## src/rtl/sb_pkg.sv

```systemverilog
package sb_pkg;
  // Field positions inside the control register; the mask gating decodes these.
  localparam int SB_INIT_BIT = 0;
  localparam int SB_A20_BIT  = 1;

  typedef enum logic [1:0] {
    SB_IDLE  = 2'd0,
    SB_PEND  = 2'd1,
    SB_PULSE = 2'd2
  } sb_state_e;
endpackage

```

## src/rtl/sb_sync.sv

```systemverilog
module sb_sync #(
  parameter int STAGES = 2,
  parameter int W      = 1
) (
  input  logic         clk,
  input  logic         rst_n,
  input  logic [W-1:0] d,
  output logic [W-1:0] q
);
  logic [W-1:0] chain [STAGES];

  always_ff @(posedge clk or negedge rst_n) begin
    if (!rst_n) begin
      for (int i = 0; i < STAGES; i++) chain[i] <= '0;
    end else begin
      chain[0] <= d;
      for (int i = 1; i < STAGES; i++) chain[i] <= chain[i-1];
    end
  end

  assign q = chain[STAGES-1];
endmodule

```

## src/rtl/sb_port_reg.sv

```systemverilog
module sb_port_reg
  import sb_pkg::*;
#(
  parameter int REG_W = 8
) (
  input  logic             clk,
  input  logic             rst_n,
  input  logic             wr_en,
  input  logic [REG_W-1:0] wr_data,
  output logic [REG_W-1:0] reg_q,
  output logic             alt_gate,
  output logic             init_strobe
);
  always_ff @(posedge clk or negedge rst_n) begin
    if (!rst_n) begin
      reg_q <= '0;
    end else if (wr_en) begin
      reg_q              <= wr_data;
      reg_q[SB_INIT_BIT] <= 1'b0;   // self-clearing request bit never stored
    end
  end

  assign alt_gate    = reg_q[SB_A20_BIT];
  assign init_strobe = wr_en & wr_data[SB_INIT_BIT];
endmodule

```

## src/rtl/sb_init_pulse.sv

```systemverilog
module sb_init_pulse
  import sb_pkg::*;
#(
  parameter int N_EVT     = 4,
  parameter int PULSE_LEN = 16
) (
  input  logic             clk,
  input  logic             rst_n,
  input  logic [N_EVT-1:0] evt,
  input  logic             sw_req,
  input  logic             stall,
  output logic             pulse_n,
  output logic             busy
);
  localparam int CNT_W = (PULSE_LEN > 1) ? $clog2(PULSE_LEN) : 1;
  localparam logic [CNT_W-1:0] LAST = CNT_W'(PULSE_LEN - 1);

  sb_state_e        state_q;
  logic [CNT_W-1:0] cnt_q;
  logic             req;

  assign req = (|evt) | sw_req;

  always_ff @(posedge clk or negedge rst_n) begin
    if (!rst_n) begin
      state_q <= SB_IDLE;
      cnt_q   <= '0;
    end else begin
      unique case (state_q)
        SB_IDLE: if (req) state_q <= SB_PEND;
        SB_PEND: if (!stall) begin
          state_q <= SB_PULSE;
          cnt_q   <= '0;
        end
        SB_PULSE: if (!stall) begin
          if (cnt_q == LAST) state_q <= SB_IDLE;
          else               cnt_q   <= cnt_q + 1'b1;
        end
        default: state_q <= SB_IDLE;
      endcase
    end
  end

  assign pulse_n = (state_q != SB_PULSE);
  assign busy    = (state_q != SB_IDLE);
endmodule

```

## src/rtl/cpu_sideband_ctl.sv

```systemverilog
module cpu_sideband_ctl
  import sb_pkg::*;
#(
  parameter int N_EVT       = 4,
  parameter int PULSE_LEN   = 16,
  parameter int SYNC_STAGES = 2,
  parameter int REG_W       = 8
) (
  input  logic             clk,
  input  logic             rst_n,
  input  logic             cfg_wr_en,
  input  logic [REG_W-1:0] cfg_wr_data,
  output logic [REG_W-1:0] cfg_rd_data,
  input  logic             kbc_gate,
  input  logic             stop_clk,
  input  logic [N_EVT-1:0] init_evt,
  output logic             a20_mask_n,
  output logic             init_n,
  output logic             init_alt_n,
  output logic             busy
);
  logic [1:0] async_in;
  logic [1:0] async_sync;
  logic       kbc_sync;
  logic       stop_sync;
  logic       alt_gate;
  logic       sw_req;
  logic       pulse_n;

  assign async_in = {stop_clk, kbc_gate};

  sb_sync #(.STAGES(SYNC_STAGES), .W(2)) u_sync (
    .clk(clk), .rst_n(rst_n), .d(async_in), .q(async_sync)
  );
  assign kbc_sync  = async_sync[0];
  assign stop_sync = async_sync[1];

  sb_port_reg #(.REG_W(REG_W)) u_port (
    .clk(clk), .rst_n(rst_n), .wr_en(cfg_wr_en), .wr_data(cfg_wr_data),
    .reg_q(cfg_rd_data), .alt_gate(alt_gate), .init_strobe(sw_req)
  );

  sb_init_pulse #(.N_EVT(N_EVT), .PULSE_LEN(PULSE_LEN)) u_pulse (
    .clk(clk), .rst_n(rst_n), .evt(init_evt), .sw_req(sw_req),
    .stall(stop_sync), .pulse_n(pulse_n), .busy(busy)
  );

  // Mask is active low only when both gate sources are clear.
  assign a20_mask_n = alt_gate | kbc_sync;
  assign init_n     = pulse_n;
  assign init_alt_n = pulse_n;
endmodule

```

## config.mk

```make
export PLATFORM = sky130hd
export DESIGN_NAME = cpu_sideband_ctl
export DESIGN_NICKNAME = d
export VERILOG_FILES = /design/src/rtl/sb_pkg.sv /design/src/rtl/sb_sync.sv /design/src/rtl/sb_port_reg.sv /design/src/rtl/sb_init_pulse.sv /design/src/rtl/cpu_sideband_ctl.sv
export SDC_FILE = /design/constraint.sdc
export NUM_CORES = 1
export LEC_CHECK = 0
export BUFFER_PORTS_ARGS = -buffer_cell sky130_fd_sc_hd__clkbuf_2
export CORE_MARGIN = 5
export CORE_UTILIZATION = 35
export DETAILED_ROUTE_END_ITERATION = 7
export GPL_ROUTABILITY_DRIVEN = 1
export HOLD_SLACK_MARGIN = 0.12
export PLACE_DENSITY = 0.67
export SYNTH_ARGS = -nofsm -noshare
export SYNTH_HDL_FRONTEND = slang
export SYNTH_HIERARCHICAL = 1
export SYNTH_SLANG_ARGS = --single-unit
```

## constraint.sdc

```tcl
create_clock -name clk -period 4.25 [get_ports clk]
set_clock_uncertainty 0.1 [all_clocks]
set_input_delay 1.0625 -clock clk [delete_from_list [all_inputs] [get_ports clk]]
set_output_delay 1.0625 -clock clk [all_outputs]
set_load 0.02 [all_outputs]
```

### After elaboration in Yosys (flattened, before gate mapping)

Index checks and enable logic that the tools add are counted.

* logic and storage cells: 33
* ROM bits: 0
* register bits after elaboration: 17
* bits in latches: 0
* RAM bits: 0
* input port bits: 17
* memories: 0
* output and inout port bits: 12

* shift operators: 0
* div/mod/pow operators: 0
* reductions and logical operators: 6
* equality and inequality tests: 9
* multiplexer cells: 9
* bitwise operators: 3
* order comparisons: 0
* $mul: 0
* add/subtract/negate cells: 1

Operators with widths (count)
* 4-bit two-way mux: 3
* 2-bit two-way mux: 4
* 2-bit inequality test, second input constant: 4
* 4-bit one-hot mux with 2 select lines: 1
* 4-bit AND reduction: 2
* 2-bit one-hot mux with 3 select lines: 1
* 4-bit by 1-bit adder with 4-bit output, second input constant: 1
* 4-bit == test, second input constant: 1
* 2-bit by 1-bit inequality test with 1-bit output, second input constant: 2
* 2-bit nonzero test: 2
* 4-bit OR reduction: 1
* 2-bit by 1-bit == test with 1-bit output, second input constant: 1
* 2-bit == test, second input constant: 1
* 2-bit logical NOT: 1
* 1-bit OR: 2
* 1-bit AND: 1

### Longest topological paths before layout

Gate-level depths: netlist (run 1).

* depth in word-level cells: 4
* gate-level depth with buffers: 4
* gate-level depth less buffers: 4

### By module

The synthesis (run 1) kept the hierarchy.

By module, submodules not included
* sb_init_pulse: cells an instance 39, times used 1, seq. area each 150.1 um^2, area each 349.1 um^2
* sb_port_reg: cells an instance 19, times used 1, seq. area each 175.2 um^2, area each 317.8 um^2
* sb_sync: cells an instance 6, times used 1, seq. area each 100.1 um^2, area each 115.1 um^2
* cpu_sideband_ctl: cells an instance 2, times used 1, seq. area each 0.0 um^2, area each 13.8 um^2

### Worst setup path after synthesis (run 1)

No wires, ideal clock.

* kind: register to output
* from: register u_pulse.state_q[1]
* to: output port init_n
* path buffers: 2
* data arrival time: 0.993 ns
* required time: 3.088 ns
* stages on the path, launching flop included: 4
* setup slack: 2.095 ns
* cells stage by stage: dfrtp_1 clkbuf_1 nand2b_1 buf_4

* longest elaborated chain between the ends: 1

RTL lines
* from (decl): line sb_init_pulse.sv:18 `sb_state_e state_q;`
* from (signal assigned): line sb_init_pulse.sv:26 `state_q <= SB_IDLE;`
* from (signal assigned): line sb_init_pulse.sv:30 `SB_IDLE: if (req) state_q <= SB_PEND;`
* from (signal assigned): line sb_init_pulse.sv:32 `state_q <= SB_PULSE;`
* 2-bit inequality test: line sb_init_pulse.sv:44 `assign pulse_n = (state_q != SB_PULSE);`
* to (decl): line cpu_sideband_ctl.sv:18 `output logic init_n,`

Every way passes these cells.

### Final worst setup path (run 1)

* from: register u_pulse.state_q[1]
* to: output port busy

* longest elaborated chain between the ends: 1

RTL lines
* 2-bit nonzero test: line sb_init_pulse.sv:45 `assign busy = (state_q != SB_IDLE);`
* to (decl): line cpu_sideband_ctl.sv:20 `output logic busy`

Every way passes these cells.

==> impl_metrics.tcl, run 1 <==
set metrics [dict create \
    outcome "finished, final reports clean" \
    drc 0 \
    ctsResizeCount 0 \
    dp.cells 114 \
    wl_per_cell_um 11.79 \
    ys_seq_area_share_pct 53.46 \
    initial_core_util_pct 36.32 \
    end_kind "output pin" \
    final_common_cell "clkbuf_2" \
    synth_top_area_share_pct 53.46 \
    syn_nets 84 \
    die_y_um 57.68 \
    numClockSinks 17 \
    synthArstFlopShare_pct 100.0 \
    period_minus_slack_ns 2.368 \
    ios 29 \
    synth_top_family_by_area "simple AND/OR/NAND/NOR gates" \
    critPathSlowestCell "dfrtp_1" \
    finalNonFillerCells 118 \
    drt_iter0_drc 6 \
    synth_compound_area_share_pct 9.277 \
    n_antenna_cell 0 \
    grt_pass1_vias 587 \
    gp_congestion 0.8288 \
    cp_slowest_stage_delay_ns 0.50 \
    fmax_mhz 422.4 \
    finalMaxSlewViolations 0 \
    finalCritPeriodShare_pct 55.71 \
    synth-main-ff-cell "dfrtp_1" \
    synth_edf_count 0 \
    viasPerCell 4.771 \
    setup_viol 0 \
    cts_max_path_buffers 2 \
    rows 17 \
    firstDrtPassIters 4 \
    synth_area_leader_cell "dfrtp_1" \
    synth_fa_ha_area_share_pct 1.572 \
    fin_tns_setup_ns 0 \
    area_growth_pct 18.08 \
    synth.ff_latch_count 17 \
    hold_viol_final 0 \
    dieArea_sq_mm 0.003327 \
    wirelength_um 1391 \
    irDropWorstVdd_mv 0.2144 \
    antenna_found_initial 0 \
    crit_chain "nor2_1 -> inv_1 -> clkbuf_2" \
    start_kind "flop" \
    fin_nets 109 \
    grt.overflow.total 0 \
    grt_pass1_wl_um 2456 \
    power_density_mw_per_mm2 464.8 \
    fin_util_pct 42.89 \
    yosys-top-cells-area "dfrtp_1 (53%), mux2_4 (13%), buf_4 (4.7%)" \
    multiInputGateArea_sq_um 302.8 \
    cp_data_required_time_ns 3.09 \
    clockRootBuffer "clkbuf_4" \
    worst-setup-path-type "flop to output pin" \
    cts_tree "done" \
    grt_max_degree 18 \
    path_clk_slew_ns 0.09 \
    cts_htree_levels 1 \
    core_area_sq_mm 0.002191 \
    cts_made_buffers 3 \
    rsz0062_at_grt "no" \
    critPathArrivalTime_ns 1.21 \
    avgSynthCellArea_sq_um 12.06 \
    syn_area_sq_um 795.8 \
    crit_fanout 10 \
    hpwl_um 1107 \
    place_worst_setup_slack_ns 2.089 \
    whs_ns 0.2543 \
    yosys.area_share.simple_pct 13.52 \
    max_cap_violations 0 \
    seq_area_sq_um 425.4 \
    vias 563 \
    synth_xor_area_share_pct 0 \
    worstHoldPathType "flop to flop" \
    grt_usage_pct 9.239 \
    cts-hold-fix-buffers 0 \
    antenna_left 0 \
    netlist-cell-type-count 29 \
    io_buffer_count 27 \
    synth_cells 66 \
    layout_common_cells "clkbuf_2 (27), dfrtp_1 (17), mux2_4 (7)" \
    fill_cells 206 \
    setup_ws_ns 1.882 \
    muxShareOfSynthArea_pct 13.21 \
    post_cts_buffers 0 \
    drive_above_1_share_pct 43.33 \
    clk-insertion-delay-late_ns 0.27 \
    p_leak_nw 0.4668 \
    yosys_warnings 6 \
    die_w_um 57.68 \
]
-- final cells by class --
type / instances / area share, %
clock buffer: 4 / 2.796
tap: 28 / 3.728
inverter: 4 / 1.598
multi-input combinational: 38 / 32.22
sequential: 17 / 45.27
timing repair buffer: 27 / 14.38
-- critical path: cells and delay by family, from the launching register on --
kind / cells / cell delay, ns
flops: 1 / 0.50
simple gates: 1 / 0.22
buf+inv: 2 / 0.21
-- synth_stat cells, types with 3 or more instances --
cell	n
a21oi_1	5
dfrtp_1	17
nand2_1	3
nor2_1	3
buf_4	5
mux2_4	7
inv_1	4
-- final timing paths --
kind                                     from                  to  slack, ns  cells after the start
max                        u_pulse/state_q[1]                busy       1.88                      3
min                           u_sync/chain[3]         u_sync/q[1]       0.25                      0
max reg2reg                u_pulse/state_q[0]  u_pulse/state_q[0]       2.76                      2
min reg2reg                   u_sync/chain[3]         u_sync/q[1]       0.25                      0
max in group asynchronous               rst_n    u_pulse/cnt_q[2]       3.16                      1
min in group asynchronous               rst_n    u_pulse/cnt_q[0]       0.60                      1
-- state kept, by name, summed over array words and instances (netlist names) --
name             cells
u_port/reg_q         7
u_pulse/state_q      2
u_pulse/cnt_q        4
u_sync/q             2
u_sync/chain         2
-- logic make-up after synthesis --
kind of cell,after synthesis
buffers and inverters,11
and+or+nand+nor,18
adders and majority gates,1
other,1
DFF,17
muxes,7
AOI/OAI and AO/OA,11
-- per-layer routing --
layer,part of all wire [%],global-route usage (%)
met5,0,0
met1,44,11.11
met2,49,16.77
met3,6.9,2.673
met4,0,0.9934
-- through the flow --
| stage | cell area [sq um] | power (mW) |
|---|---|---|
| floorplan | 795.8 | 0.3215 |
| global placement | 913.4 | 0.3537 |
| detailed placement | 913.4 | 0.3580 |
| CTS | 939.7 | 0.4412 |
| global route | 939.7 | 0.4673 |
| finish | 939.7 | 0.4367 |
-- power by group --
part	leakage (nW)	total [mW]	switching (mW)	internal, mW
registers	0.207	0.218	0.0316	0.187
clock network	0.0150	0.0824	0.0461	0.0363
logic	0.245	0.136	0.0755	0.0604
(Power assumes the default switching activity.)
==> run 2, diff against run 1 <==
Settings changed: PLACE_DENSITY 0.67 to 0.69.
Clock period 4.25 ns to 2.05 ns, I/O delays scaled along.
==> impl_metrics.tcl, run 2 (synthesis gave the netlist of run 1 again) <==
set metrics [dict create \
    worst-setup-path-type "flop to output pin" \
    reg_top3 "u_port/reg_q x7, u_pulse/cnt_q x4" \
    netSwitchingPower_mw 0.3186 \
    drt_iter0_drc 6 \
    cts_max_path_buffers 2 \
    combPwrFrac_pct 31.5 \
    final_common_cell "clkbuf_2" \
    area_growth_pct 19.34 \
    fin_util_pct 43.35 \
    end_kind "output pin" \
    cts_made_buffers 3 \
    die_w_um 57.68 \
    gp_congestion 0.8200 \
    wirelength_um 1397 \
    finalNonFillerCells 119 \
    numClockSinks 17 \
    ctsResizeCount 0 \
    clockRootBuffer "clkbuf_4" \
    outcome "finished, final reports clean" \
    largest_reg_flops 7 \
    irDropWorstVdd_mv 0.4227 \
    finalCritPeriodShare_pct 88.72 \
    p_leak_nw 0.4710 \
    drc 0 \
    finalMaxSlewViolations 0 \
    drive_above_1_share_pct 42.86 \
    grt_max_degree 18 \
    seq_area_sq_um 425.4 \
    cts_htree_levels 1 \
    fin_nets 110 \
    fill_cells 205 \
    placed_cell_area_sq_um 913.4 \
    period_minus_slack_ns 1.819 \
    cts-hold-fix-buffers 1 \
    post_cts_buffers 0 \
    critPathSlowestCell "dfrtp_1" \
    io_buffer_count 27 \
    rsz0062_at_grt "no" \
    grt_pass1_vias 607 \
    hold_viol_final 0 \
    antenna_left 0 \
    clkPwrFrac_pct 18.6 \
    core_area_sq_mm 0.002191 \
    start_kind "flop" \
    top_register "u_port/reg_q" \
    worstHoldPathType "input pin to flop" \
    path_clk_slew_ns 0.09 \
    switching_share_pct 35.06 \
    die_y_um 57.68 \
    initial_core_util_pct 36.32 \
    max_cap_violations 0 \
    dieArea_sq_mm 0.003327 \
    rows 17 \
    fin_tns_setup_ns 0 \
    ios 29 \
    cp_slowest_stage_delay_ns 0.49 \
    multiInputGateArea_sq_um 302.8 \
    hpwl_um 1150 \
    dp.cells 114 \
    cts_tree "done" \
    path_buf_inv 2 \
    wl_per_cell_um 11.74 \
    fmax_mhz 549.8 \
    setup_viol 0 \
    crit_fanout 10 \
    grt_pass1_wl_um 2380 \
    vias 582 \
    layout_common_cells "clkbuf_2 (27), dfrtp_1 (17), mux2_4 (7)" \
    crit_family "flip-flops" \
    cp_data_required_time_ns 1.44 \
    antenna_found_initial 0 \
    crit_chain "nor2_1 -> inv_1 -> clkbuf_2" \
    clk-insertion-delay-late_ns 0.27 \
    viasPerCell 4.891 \
    grt_usage_pct 9.091 \
    final_area_sq_um 949.7 \
    firstDrtPassIters 4 \
    n_antenna_cell 0 \
    power_density_mw_per_mm2 956.9 \
    grt.overflow.total 0 \
    seqPwrFrac_pct 49.9 \
    critPathArrivalTime_ns 1.21 \
    intPower_mw 0.5901 \
]
[run 2: cell count changes in the layout (fill, tap and decap cells not counted)]
cell           previous run  this run
dlygate4sd3_1             0         1
[run 2: final timing paths]
kind	from	end	slack, ns	cells past startpoint
min	stop_clk	u_sync/chain[3]	0.24	1
max	u_pulse/state_q[1]	busy	0.23	3
min in group asynchronous	rst_n	u_pulse/cnt_q[3]	0.58	2
max in group asynchronous	rst_n	u_pulse/cnt_q[0]	0.98	2
max reg2reg	u_pulse/cnt_q[0]	u_pulse/cnt_q[1]	0.56	4
min reg2reg	u_sync/chain[2]	u_sync/q[0]	0.26	0
[run 2: layout make-up]
type	instances	area share, %
Clock buffer	4	2.767
Inverter	4	1.581
Multi-Input combinational cell	38	31.88
Sequential cell	17	44.80
Tap cell	28	3.689
Timing Repair Buffer	28	15.28
[run 2: metal layers]
layer	vias to the layer above	GRT usage, %	wire, um
met5	-	0	0
met4	0	3.974	0
met3	0	3.786	139
met2	26	14.52	673
met1	278	10.66	584
li1	278	-	-
[run 2: through the flow]
stage	total power [mW]	setup WS [ns]	hold slack, ns
floorplan	0.6666	0.4445	0.1169
global placement	0.7334	0.4621	0.2318
detailed placement	0.7474	0.4471	0.2370
CTS	0.9197	0.2183	0.2281
global route	0.9721	0.1287	0.2187
finish	0.9087	0.2312	0.2353
[run 2: power groups by stage]
| stage | registers, mW | logic, mW | clock network (mW) |
|---|---|---|---|
| floorplan | 0.441 | 0.225 | 0 |
| global route | 0.464 | 0.315 | 0.193 |
| detailed placement | 0.459 | 0.289 | 0 |
| CTS | 0.453 | 0.290 | 0.177 |
| finish | 0.454 | 0.286 | 0.169 |
| global placement | 0.455 | 0.278 | 0 |
